--- src/rtl/ctr_pkg.sv ---
package ctr_pkg;
  // Operation chosen for the next rising edge
  typedef enum logic [1:0] {
    OP_HOLD = 2'd0,
    OP_LOAD = 2'd1,
    OP_INC  = 2'd2
  } ctr_op_e;
endpackage

--- src/rtl/ctr_op_decode.sv ---
module ctr_op_decode
  import ctr_pkg::*;
(
  input  logic    load_n,
  input  logic    cnt_en,
  input  logic    chain_en,
  output ctr_op_e op
);
  // Load wins over counting; counting needs both enables
  always_comb begin
    if (!load_n)                 op = OP_LOAD;
    else if (cnt_en && chain_en) op = OP_INC;
    else                         op = OP_HOLD;
  end
endmodule

--- src/rtl/ctr_lookahead.sv ---
module ctr_lookahead #(
  parameter int WIDTH = 4
) (
  input  logic [WIDTH-1:0] q,
  output logic [WIDTH-1:0] q_inc,
  output logic             all_ones
);
  // Each bit flips when every lower bit is one: no bit-to-bit ripple
  for (genvar i = 0; i < WIDTH; i++) begin : g_bit
    if (i == 0) begin : g_lsb
      assign q_inc[0] = ~q[0];
    end else begin : g_upper
      assign q_inc[i] = q[i] ^ (&q[i-1:0]);
    end
  end

  assign all_ones = &q;
endmodule

--- src/rtl/ctr_state_reg.sv ---
module ctr_state_reg
  import ctr_pkg::*;
#(
  parameter int WIDTH = 4
) (
  input  logic             clk,
  input  logic             arst_n,
  input  ctr_op_e          op,
  input  logic [WIDTH-1:0] preset,
  input  logic [WIDTH-1:0] q_inc,
  output logic [WIDTH-1:0] q
);
  always_ff @(posedge clk or negedge arst_n) begin
    if (!arst_n) begin
      q <= '0;
    end else begin
      case (op)
        OP_LOAD: q <= preset;
        OP_INC:  q <= q_inc;
        default: q <= q;
      endcase
    end
  end
endmodule

--- src/rtl/casc_bin_counter.sv ---
module casc_bin_counter
  import ctr_pkg::*;
#(
  parameter int WIDTH = 4
) (
  input  logic             clk,
  input  logic             arst_n,
  input  logic             load_n,
  input  logic [WIDTH-1:0] preset,
  input  logic             cnt_en,
  input  logic             chain_en,
  output logic [WIDTH-1:0] count,
  output logic             term_out
);
  ctr_op_e          op;
  logic [WIDTH-1:0] q_inc;
  logic             all_ones;

  ctr_op_decode u_dec (
    .load_n   (load_n),
    .cnt_en   (cnt_en),
    .chain_en (chain_en),
    .op       (op)
  );

  ctr_lookahead #(.WIDTH(WIDTH)) u_la (
    .q        (count),
    .q_inc    (q_inc),
    .all_ones (all_ones)
  );

  ctr_state_reg #(.WIDTH(WIDTH)) u_reg (
    .clk    (clk),
    .arst_n (arst_n),
    .op     (op),
    .preset (preset),
    .q_inc  (q_inc),
    .q      (count)
  );

  // Terminal count ignores cnt_en so the carry can pass a stalled chain
  assign term_out = chain_en & all_ones;
endmodule

--- config.mk ---
export PLATFORM = sky130hd
export DESIGN_NAME = casc_bin_counter
export DESIGN_NICKNAME = d
export VERILOG_FILES = /design/src/rtl/ctr_pkg.sv /design/src/rtl/ctr_op_decode.sv /design/src/rtl/ctr_lookahead.sv /design/src/rtl/ctr_state_reg.sv /design/src/rtl/casc_bin_counter.sv
export SDC_FILE = /design/constraint.sdc
export NUM_CORES = 1
export LEC_CHECK = 0
export BUFFER_PORTS_ARGS = -buffer_cell sky130_fd_sc_hd__buf_4
export CAP_MARGIN = 20
export CORE_AREA = 3 3 40 42
export DETAILED_ROUTE_END_ITERATION = 7
export DIE_AREA = 0 0 43 45
export SETUP_SLACK_MARGIN = 0.3
export SLEW_MARGIN = 20
export SYNTH_ARGS = -nofsm -noshare
export SYNTH_HDL_FRONTEND = slang
export SYNTH_SLANG_ARGS = --single-unit
--- constraint.sdc ---
create_clock -name clk -period 2 [get_ports clk]
set_clock_uncertainty 0.2 [all_clocks]
set_input_delay 0.2 -clock clk [delete_from_list [all_inputs] [get_ports clk]]
set_output_delay 0.2 -clock clk [all_outputs]
set_load 0.02 [all_outputs]
==> impl_metrics.csv <==
group,metric,value,unit
clocking,cts_hold_buf,2,
clocking,post_cts_resized,0,
layout,instances_no_fill,54,
place,gp_congestion,0.618,
clocking,cts_tree,"yes",
synthesis,syn_inst,22,
route,drt_iter0_markers,1,
synthesis,synth_area_leader_cell,"dfrtp_1",
pwr,switching_share,0.280,
pwr,p_switching,0.0779,mW
synthesis,synth_top_family_by_area,"simple AND/OR/NAND/NOR gates",
setup_path,cp.arrival,1.24,ns
synthesis,synth_xor_area_frac,0.0782,
synthesis,syn_nets,33,
layout,regMostFlops,"u_reg.q",
clocking,clk_latency,0.23,ns
synthesis,synth_top_cell_area_share,0.447,
sta,period_share,0.818,
min_path,min_path_type,"in2reg",
layout,n_antenna_cell,0,
layout,drive_gt1_frac,0.462,
layout,reg.largest.list,"u_reg.q x4",
sta,setup_tns,0,ns
place,portBuffers,13,
synthesis,ys_ff_latch,4,
clocking,path_clk_slew,0.04,ns
synthesis,synthFlopType,"dfrtp_1",
sta,worst_slew_pin_slew,0.131,ns
die,io_pins,14,
die,fp.dieW,43,um
clocking,cts_max_level,1,
die,coreArea,1280,sq um
route,firstDrtPassIters,3,
synthesis,synth_simple_gate_area_frac,0.162,
synthesis,syn_area_per_cell,10.2,sq um
sta,grt_setup_unrepaired,"no",
setup_path,crit_fanout,3,
setup_path,crit_start,"u_reg.q[0]",
clocking,cts_buffers,3,
route,wl,501,um
die,die_area,1940,sq um
route,dr_total_vias,199,
pwr,pwr_density_cell,736,nW/um^2
layout,areaGrowthSynthToFinish,68.7,%
layout,largest_reg_flops,4,
synthesis,synth_edf_count,0,
sta,slew_violations,0,
sta,slew_headroom,0.910,
synthesis,yosys-top-cells-count,"a21oi_1 (4), dfrtp_1 (4), nor2_1 (4)",
synthesis,synthMuxAreaShare,0.0894,
synthesis,yosysSeqAreaShare,0.447,
sta,report.final.hold_viol_count,0,
pwr,clockPowerShare,0.348,
synthesis,synth.distinct_cells,10,
route,drtAntennaViolNets,0,
global_route,antenna_found_initial,0,
synthesis,async_flop_share,1.00,
layout,final_nets,52,
die,die_h,45,um
die,num_rows,13,
synthesis,synthTopCellsByArea,"dfrtp_1 (45%), ha_1 (11%), a21oi_1 (8.9%), mux2i_1 (8.9%), xor2_1 (7.8%)",
setup_path,r2r-start,"u_reg.q[0]",
setup_path,start_kind,"flop",
die,initial_core_util,0.174,
min_path,hp-start,"preset[3]",
setup_path,critical_path_class,"reg2out",
global_route,grt_usage,0.0652,
outcome,outcome,"completed",
global_route,grt_pass1_vias,208,
global_route,grt_max_degree,9,
pwr,combinationalPowerShare,0.291,
pwr,leakagePower,0.187,nW
clocking,cts_sinks,4,
clocking,ctsLongestPathBuffers,2,
sta,setup_viol,0,
layout,finish.utilization,0.294,
run,drv_cap,0,
sta,layout_min_cycle_time,1.64,ns
place,placed_cells,49,
setup_path,crit_path_end_kind,"output pin",
clocking,cts_setup_buffers,0,
route,wl_per_cell,9.28,um
pwr,ir_drop,262,uV
synthesis,synth_fa_ha_area_frac,0.112,
setup_path,required,1.60,ns
pwr,power.internal,0.200,mW
pwr,total_power,0.278,mW
synthesis,ys_warn_count,0,
synthesis,synth_compound_area_frac,0.0894,
global_route,grt_pass1_wl,841,um
route,viasPerCell,3.69,
synthesis,syn_area,224,sq um
pwr,p_seq_frac,0.361,
clocking,root_buffer,"clkbuf_4",
sta,max_freq,0.611,GHz
route,drt_drc_violations_left,0,
global_route,grt_overflow,0,
==> metrics by stage <==
| stage | hold WS, ns | setup WS, ns | area, sq um |
|---|---|---|---|
| 2_1_floorplan | -0.296 | 0.524 | 224 |
| 3_3_place_gp | -0.204 | 0.543 | 335 |
| 6_report | 0.0119 | 0.363 | 378 |
| 5_1_grt | 0.0351 | 0.330 | 378 |
| 3_5_place_dp | -0.202 | 0.542 | 335 |
| 4_1_cts | 0.00649 | 0.349 | 378 |
==> area by class of cell <==
type	count	area, sq um
Multi-Input combinational cell	17	119
Tap cell	15	18.8
Timing Repair Buffer	15	118
Fill cell	151	907
Sequential cell	4	100
Clock buffer	3	22.5
==> routing by layer <==
metal,GRT usage,share of wire
met1,0.0730,0.46
met2,0.0749,0.40
met3,0.0319,0.14
met4,0.0904,0
met5,0,0
==> cells in the final DEF, fill, tap and decap left out, drive strengths merged <==
cell type / count
buf: 13
nor2: 4
a21oi: 4
dfrtp: 4
clkbuf: 3
xor2: 2
mux2i: 2
ha: 2
dlygate4sd3: 2
and4: 1
nand2: 1
nand3: 1
==> final timing paths <==
kind	endpoint	slack, ns	cells past startpoint
max reg2reg	u_reg.q[3]	0.53	5
min reg2reg	u_reg.q[1]	0.42	2
max	term_out	0.36	3
min in group asynchronous	u_reg.q[3]	0.10	2
min	u_reg.q[3]	0.01	3
max in group asynchronous	u_reg.q[2]	1.40	2
==> critical path, stage by stage, from the launching register on <==
cell,delay (ns)
dfrtp_1,0.39
ha_1,0.23
and4_2,0.23
buf_4,0.15
==> power by group through the flow <==
stage	Sequential [mW]	Clock (mW)	Combinational [mW]
after CTS	0.101	0.102	0.0823
after global routing	0.102	0.110	0.0900
after detailed placement	0.102	0	0.0790
after floorplan	0.112	0	0.0291
after global placement	0.101	0	0.0770
final	0.101	0.0968	0.0809
==> kinds of logic (layout without fill, tap and decap cells) <==
kind of cell,after synthesis,count (layout)
buffers and inverters,1,18
XOR/XNOR,2,2
flip-flops,4,4
adder cells (fa/ha/maj),2,2
AND/OR/NAND/NOR,7,7
AO/OA/AOI/OAI,4,4
multiplexers,2,2
Note: power is estimated with default switching activity, not from simulation.
